===== config.mk =====
export PLATFORM = sky130hd
export DESIGN_NAME = bcd_rtc_core
export DESIGN_NICKNAME = d
export VERILOG_FILES = /design/src/rtl/rtc_pkg.sv /design/src/rtl/rtc_prescaler.sv /design/src/rtl/rtc_bcd_field.sv /design/src/rtl/rtc_weekday.sv /design/src/rtl/bcd_rtc_core.sv
export SDC_FILE = /design/constraint.sdc
export NUM_CORES = 1
export LEC_CHECK = 0
export BUFFER_PORTS_ARGS = -buffer_cell sky130_fd_sc_hd__clkbuf_2
export CORE_ASPECT_RATIO = 0.75
export CORE_MARGIN = 3
export CORE_UTILIZATION = 37
export CTS_BUF_LIST = sky130_fd_sc_hd__clkbuf_4
export DETAILED_ROUTE_END_ITERATION = 10
export SYNTH_ARGS = -nofsm -noshare
export SYNTH_HDL_FRONTEND = slang
export SYNTH_HIERARCHICAL = 1
export SYNTH_SLANG_ARGS = --single-unit

===== constraint.sdc =====
create_clock -name clk -period 14.5 [get_ports clk]
set_input_delay 0.725 -clock clk [delete_from_list [all_inputs] [get_ports clk]]
set_output_delay 0.725 -clock clk [all_outputs]
set_load 0.01 [all_outputs]

===== src/rtl/rtc_pkg.sv =====
package rtc_pkg;

   localparam int unsigned FIELD_W = 8;
   localparam int unsigned NUM_FIELDS = 7;

   localparam int IX_SEC   = 0;
   localparam int IX_MIN   = 1;
   localparam int IX_HOUR  = 2;
   localparam int IX_WDAY  = 3;
   localparam int IX_DATE  = 4;
   localparam int IX_MONTH = 5;
   localparam int IX_YEAR  = 6;

   localparam logic [FIELD_W-1:0] MASK_SEC   = 8'h7F;
   localparam logic [FIELD_W-1:0] MASK_MIN   = 8'h7F;
   localparam logic [FIELD_W-1:0] MASK_HOUR  = 8'h3F;
   localparam logic [FIELD_W-1:0] MASK_WDAY  = 8'h7F;
   localparam logic [FIELD_W-1:0] MASK_DATE  = 8'h3F;
   localparam logic [FIELD_W-1:0] MASK_MONTH = 8'h1F;
   localparam logic [FIELD_W-1:0] MASK_YEAR  = 8'hFF;

   // Next value of a two-digit BCD number (no wrap at the top).
   function automatic logic [FIELD_W-1:0] bcd_next(input logic [FIELD_W-1:0] v);
      logic [FIELD_W-1:0] r;
      if (v[3:0] >= 4'd9) r = {v[7:4] + 4'd1, 4'd0};
      else                r = {v[7:4], v[3:0] + 4'd1};
      return r;
   endfunction

   // Two-digit BCD year is a multiple of 4: 10*t + u = 2*t + u (mod 4).
   function automatic logic year_is_leap(input logic [FIELD_W-1:0] y);
      logic [4:0] s;
      s = {y[7:4], 1'b0} + {1'b0, y[3:0]};
      return (s[1:0] == 2'b00);
   endfunction

   // Last day of the month, in BCD.
   function automatic logic [FIELD_W-1:0] month_last(input logic [FIELD_W-1:0] m,
                                                     input logic [FIELD_W-1:0] y);
      logic [FIELD_W-1:0] r;
      case (m)
         8'h02:                      r = year_is_leap(y) ? 8'h29 : 8'h28;
         8'h04, 8'h06, 8'h09, 8'h11: r = 8'h30;
         default:                    r = 8'h31;
      endcase
      return r;
   endfunction

endpackage


===== src/rtl/rtc_prescaler.sv =====
module rtc_prescaler #(
   parameter int unsigned DIV = 32768
) (
   input  logic clk,
   input  logic rst_n,
   input  logic base_en,
   input  logic run,
   input  logic restart,
   output logic sec_pulse
);
   localparam int unsigned PW = (DIV > 1) ? $clog2(DIV) : 1;
   localparam logic [PW-1:0] LAST = PW'(DIV - 1);

   generate
      if (DIV < 2) begin : g_bad_div
         $error("rtc_prescaler: DIV must be at least 2");
      end
   endgenerate

   logic [PW-1:0] phase_q;

   assign sec_pulse = base_en && run && !restart && (phase_q == LAST);

   always_ff @(posedge clk) begin
      if (!rst_n) begin
         phase_q <= '0;
      end else if (restart) begin
         phase_q <= '0;
      end else if (base_en && run) begin
         phase_q <= sec_pulse ? '0 : phase_q + PW'(1);
      end
   end


   restart_blocks_pulse_chk: assert property (@(posedge clk) disable iff (!rst_n)
      restart |=> !sec_pulse);


   pulse_spacing_chk: assert property (@(posedge clk) disable iff (!rst_n)
      sec_pulse |=> !sec_pulse);

endmodule


===== src/rtl/rtc_bcd_field.sv =====
module rtc_bcd_field
   import rtc_pkg::*;
#(
   parameter logic [FIELD_W-1:0] MASK  = 8'h7F,
   parameter logic [FIELD_W-1:0] FLOOR = 8'h00,
   parameter logic [FIELD_W-1:0] RST   = 8'h00
) (
   input  logic               clk,
   input  logic               rst_n,
   input  logic               wr,
   input  logic [FIELD_W-1:0] wr_val,
   input  logic               inc,
   input  logic [FIELD_W-1:0] ceil,
   output logic [FIELD_W-1:0] q,
   output logic               wrap
);
   generate
      if ((FLOOR & ~MASK) != '0 || (RST & ~MASK) != '0) begin : g_bad_cfg
         $error("rtc_bcd_field: floor or reset value outside the field mask");
      end
   endgenerate

   // >= also recovers from a written value past the ceiling
   assign wrap = inc && (q >= ceil);

   always_ff @(posedge clk) begin
      if (!rst_n) begin
         q <= RST;
      end else if (wr) begin
         q <= wr_val & MASK;
      end else if (inc) begin
         q <= wrap ? FLOOR : (bcd_next(q) & MASK);
      end
   end

endmodule


===== src/rtl/rtc_weekday.sv =====
module rtc_weekday
   import rtc_pkg::*;
#(
   parameter logic [FIELD_W-1:0] RST = 8'h01
) (
   input  logic               clk,
   input  logic               rst_n,
   input  logic               wr,
   input  logic [FIELD_W-1:0] wr_val,
   input  logic               inc,
   output logic [FIELD_W-1:0] q,
   output logic               wrap
);
   generate
      if (RST[7] != 1'b0) begin : g_bad_rst
         $error("rtc_weekday: reset value uses bit 7");
      end
   endgenerate

   assign wrap = inc && q[6];

   always_ff @(posedge clk) begin
      if (!rst_n) begin
         q <= RST;
      end else if (wr) begin
         q <= wr_val & MASK_WDAY;
      end else if (inc) begin
         q <= {1'b0, q[5:0], q[6]};
      end
   end

endmodule


===== src/rtl/bcd_rtc_core.sv =====
module bcd_rtc_core
   import rtc_pkg::*;
#(
   parameter int unsigned PRESCALE_DIV = 32768
) (
   input  logic       clk,
   input  logic       rst_n,
   input  logic       base_en,
   input  logic       halt,
   input  logic       wr_en,
   input  logic [2:0] wr_sel,
   input  logic [7:0] wr_data,
   output logic [7:0] rd_sec,
   output logic [7:0] rd_min,
   output logic [7:0] rd_hour,
   output logic [7:0] rd_wday,
   output logic [7:0] rd_date,
   output logic [7:0] rd_month,
   output logic [7:0] rd_year,
   output logic       second_tick,
   output logic       minute_tick
);
   localparam int unsigned NF = NUM_FIELDS;
   localparam int unsigned W  = FIELD_W;

   // Per-field constants, field i in slice [i*W +: W]
   localparam logic [NF*W-1:0] FMASK_V  = {MASK_YEAR, MASK_MONTH, MASK_DATE, MASK_WDAY,
                                           MASK_HOUR, MASK_MIN, MASK_SEC};
   localparam logic [NF*W-1:0] FCEIL_V  = {8'h99, 8'h12, 8'h31, 8'h00, 8'h23, 8'h59, 8'h59};
   localparam logic [NF*W-1:0] FFLOOR_V = {8'h00, 8'h01, 8'h01, 8'h00, 8'h00, 8'h00, 8'h00};
   localparam logic [NF*W-1:0] FRST_V   = {8'h01, 8'h01, 8'h01, 8'h01, 8'h00, 8'h00, 8'h00};

   generate
      if (PRESCALE_DIV < 2) begin : g_bad_div
         $error("bcd_rtc_core: PRESCALE_DIV must be at least 2");
      end
      if (W != 8) begin : g_bad_w
         $error("bcd_rtc_core: fields are two BCD digits wide");
      end
   endgenerate

   logic                 sec_pulse;
   logic [NF-1:0]        inc_v;
   logic [NF-1:0]        wrap_v;
   logic [NF-1:0]        wr_hit;
   logic [NF-1:0][W-1:0] q_v;
   logic [W-1:0]         date_ceil;

   rtc_prescaler #(.DIV(PRESCALE_DIV)) u_presc (
      .clk      (clk),
      .rst_n    (rst_n),
      .base_en  (base_en),
      .run      (!halt),
      .restart  (wr_en),
      .sec_pulse(sec_pulse)
   );

   // Carry chain: the hour wrap feeds both weekday and day of month
   assign inc_v[IX_SEC]   = sec_pulse;
   assign inc_v[IX_MIN]   = wrap_v[IX_SEC];
   assign inc_v[IX_HOUR]  = wrap_v[IX_MIN];
   assign inc_v[IX_WDAY]  = wrap_v[IX_HOUR];
   assign inc_v[IX_DATE]  = wrap_v[IX_HOUR];
   assign inc_v[IX_MONTH] = wrap_v[IX_DATE];
   assign inc_v[IX_YEAR]  = wrap_v[IX_MONTH];

   assign date_ceil = month_last(q_v[IX_MONTH], q_v[IX_YEAR]);

   generate
      for (genvar i = 0; i < NF; i++) begin : g_fld
         assign wr_hit[i] = wr_en && (wr_sel == 3'(i));
         if (i == IX_WDAY) begin : g_wday
            rtc_weekday #(.RST(FRST_V[i*W +: W])) u_wday (
               .clk   (clk),
               .rst_n (rst_n),
               .wr    (wr_hit[i]),
               .wr_val(wr_data),
               .inc   (inc_v[i]),
               .q     (q_v[i]),
               .wrap  (wrap_v[i])
            );
         end else begin : g_bcd
            logic [W-1:0] ceil_i;
            if (i == IX_DATE) begin : g_dyn
               assign ceil_i = date_ceil;
            end else begin : g_fix
               assign ceil_i = FCEIL_V[i*W +: W];
            end
            rtc_bcd_field #(
               .MASK (FMASK_V[i*W +: W]),
               .FLOOR(FFLOOR_V[i*W +: W]),
               .RST  (FRST_V[i*W +: W])
            ) u_cnt (
               .clk   (clk),
               .rst_n (rst_n),
               .wr    (wr_hit[i]),
               .wr_val(wr_data),
               .inc   (inc_v[i]),
               .ceil  (ceil_i),
               .q     (q_v[i]),
               .wrap  (wrap_v[i])
            );
         end
      end
   endgenerate

   assign rd_sec   = q_v[IX_SEC];
   assign rd_min   = q_v[IX_MIN];
   assign rd_hour  = q_v[IX_HOUR];
   assign rd_wday  = q_v[IX_WDAY];
   assign rd_date  = q_v[IX_DATE];
   assign rd_month = q_v[IX_MONTH];
   assign rd_year  = q_v[IX_YEAR];

   always_ff @(posedge clk) begin
      if (!rst_n) begin
         second_tick <= 1'b0;
         minute_tick <= 1'b0;
      end else begin
         second_tick <= wrap_v[IX_SEC];
         minute_tick <= wrap_v[IX_MIN];
      end
   end


   halt_freeze_chk: assert property (@(posedge clk) disable iff (!rst_n)
      (halt && !wr_en) |=> ($stable(rd_sec) && $stable(rd_min) && $stable(rd_hour) &&
                            $stable(rd_wday) && $stable(rd_date) && $stable(rd_month) &&
                            $stable(rd_year) && !second_tick));


   minute_needs_second_chk: assert property (@(posedge clk) disable iff (!rst_n)
      minute_tick |-> second_tick);


   tick_single_chk: assert property (@(posedge clk) disable iff (!rst_n)
      second_tick |=> !second_tick);


   sec_wrap_zero_chk: assert property (@(posedge clk) disable iff (!rst_n)
      second_tick |-> (rd_sec == 8'h00));


   year_wrap_chk: assert property (@(posedge clk) disable iff (!rst_n)
      wrap_v[IX_YEAR] |=> (rd_year == 8'h00));


   wday_wrap_chk: assert property (@(posedge clk) disable iff (!rst_n)
      wrap_v[IX_WDAY] |=> (rd_wday == 8'h01));

endmodule


==> impl_results.md <==
* Result of the run: complete, no violations
* Endpoint required time on the critical path at approximately 15 ns
* Number of global-route vias before repair at roughly 4,500
* Via total after detailed routing at 4,655
* First-pass iteration count of the detailed router at 6
* Hold bufs inserted after CTS at 0
* Number of placement rows at 36
* Latest clock arrival within the worst-skew pair at 0.41 ns
* Number of top-level pins at 74
* Share of the cycle needed by the critical path after routing at 44.1%
* Global-route wire length before repair at about 22 mm
* Cells after Synth at 616
* Power density over the cells at 67.9 mW/mm²
* Maximum number of pins on one net before global-route repair at 40
* Arrival time at the worst endpoint at 6.72 ns
* Final setup violation count at 0
* Number of antenna violations at the first check in global routing at 0
* Setup slack at placement at 7.86 ns
* Max Buffers Root-to-Sink at 2
* Average cell area after synthesis at approximately 8.3 µm²
* Initial core utilization at 38.6%
* Final clock skew at 0.0141 ns
* Number of buffers inserted by post-CTS setup repair at 0
* Peak clock frequency supported by timing at 157 MHz
* Wire length per cell at 14.6 µm
* Post-CTS sizing at 0
* Leak Pwr at 2.63 nW
* Overall die area at 0.0153 mm²
* Number of fill cells at roughly 1,300
* Iter 0 DRT Violations at 336
* R2r setup slk at 8.11 ns
* TritonCTS clock tree: built
* Multi-input gate area in the final layout at 0.00363 mm²
* Post-Route WL at 13.0 mm
* Largest fanout on the critical path at 17
* Number of buffers inserted during clock tree synthesis at 9
* Crit Path Class: flop to flop
* Least setup slack across all paths after layout at 8.11 ns
* Final hold violation count at 0
* Global route hottest layer: met2
* Buffer cell driving the clock tree root: sky130_fd_sc_hd__clkbuf_4
* Total DRC errors in the routed layout at 0
* GRT Residual Overflow at 0
* Most frequent cells in the layout: 74 x sky130_fd_sc_hd__inv_1, 63 x sky130_fd_sc_hd__dfxtp_1, 63 x sky130_fd_sc_hd__clkbuf_2
* Met1 global-route usage at about a quarter
* Element type at the critical path end: flop
* Antenna diode count at 0
* Overall global routing resource usage at 17.3%
* RD Place Congestion at 0.844
* Final design utilization at 44.4%
* Relative slew slack at between 10% and 20%
* Grt met2 use at roughly 29%
* Post-Synthesis Cell Area at about 0.005 mm²
* Total number of yosys warnings at 6
* Launching element type of the critical path: flop
* Hold Worst Slack at 0.491 ns
* Nets at roughly 800
* Design Power at between 0.4 and 0.5 mW
* Max-slew violation count at 0
* Min cycle time layout at around 6.4 ns
* Post-CTS clock slew at the launch and capture registers of the worst setup and hold paths at 0.12 ns
* Accumulated negative setup slack at 0 ns
* P&R area growth vs syn at 14.9%
* Area taken by flip-flops and latches at 0.00126 mm²
* Classification of the worst-slack hold path: flop to flop
* Count of port buffers added during placement at 63
* Fraction of final layout cells sized beyond drive strength 1 at 18.0%
* Max cap viols at 0
* Total number of H-tree levels at 3
* RSZ-0062 raised after global routing: false
* IR Drop Worst-Case VDD at between 0.04 and 0.05 mV
* Global routing usage on met3 at 2.83%
* Floorplan die width at between 100 and 150 µm
* Transition time of the tightest slew-check pin at 1.25 ns
* Die height at between 100 and 150 µm
* Standard cell core area at between 0.01 and 0.015 mm²
* Clock Sink Count at between 60 and 70
* Remaining antenna violation count at 0
* Half-perimeter wire length of the detailed placement result at 9.82 mm
* Most common cell after layout, fill and taps aside: sky130_fd_sc_hd__inv_1
* Ratio of routed vias to standard cells at roughly 5.2
[worst paths after layout]
check,start,end,depth (start not counted)
setup reg to reg,u_presc/phase_q[0],g_fld[6].g_bcd.u_cnt/q[2],19
hold / removal,u_presc/phase_q[14],u_presc/phase_q[14],2
setup / recovery,u_presc/phase_q[0],g_fld[6].g_bcd.u_cnt/q[2],19
hold reg to reg,u_presc/phase_q[14],u_presc/phase_q[14],2
[power breakdown]
part | switching (mW) | total, mW | internal (mW) | leakage [nW]
clock | 0.0707 | 0.159 | 0.0878 | 0.0965
combinational | 0.0353 | 0.0571 | 0.0218 | 2.02
sequential | 0.00781 | 0.185 | 0.177 | 0.510
[registers in the layout, summed over array words and instances, names as in the netlist]
name and flops:
g_fld.g_bcd.u_cnt/q 39, second_tick 1, minute_tick 1, g_fld.g_wday.u_wday/q 7, u_presc/phase_q 15
[worst max-delay path: stages (launching register included)]
cell                      delay [ns]
sky130_fd_sc_hd__dfxtp_1        0.39
sky130_fd_sc_hd__ha_1           0.17
sky130_fd_sc_hd__nand3_1        0.15
sky130_fd_sc_hd__nor4_4         0.38
sky130_fd_sc_hd__nand3_1        0.17
sky130_fd_sc_hd__nor3b_1        0.79
sky130_fd_sc_hd__inv_1          0.32
sky130_fd_sc_hd__nor2_1         0.57
sky130_fd_sc_hd__inv_1          0.26
sky130_fd_sc_hd__nor2_1         0.59
sky130_fd_sc_hd__inv_1          0.18
sky130_fd_sc_hd__nor2_1         0.13
sky130_fd_sc_hd__buf_4          0.25
sky130_fd_sc_hd__inv_1          0.13
sky130_fd_sc_hd__nor2_1         0.38
sky130_fd_sc_hd__and3_1         0.55
sky130_fd_sc_hd__inv_1          0.19
sky130_fd_sc_hd__nor2_1         0.27
sky130_fd_sc_hd__nand2_1        0.12
sky130_fd_sc_hd__o32ai_1        0.28
[area by class of cell]
type	count	area share, %
multi-input cells	506	61.5
flip-flops and latches	63	21.4
repair buffers	65	5.60
inverters	74	4.71
well taps	171	3.63
clock inverters	7	2.04
clock buffers	9	1.15
[routing by layer]
| metal | vias to the layer above | share of wire, % | routed length (µm) |
|---|---|---|---|
| li1 | 2356 | - | - |
| met3 | 20 | 5.0 | 655 |
| met1 | 2135 | 46 | 6000 |
| met2 | 144 | 48 | 6190 |
| met4 | 0 | 1.4 | 182 |
| met5 | - | 0 | 0 |
[stage by stage]
step,std cells,area [µm²]
after CTS,895,5900
final,895,5900
after detailed placement,879,5710
after floorplan,665,5320
after global placement,879,5710
after global routing,895,5900
Power figures use the tool's default switching activity.
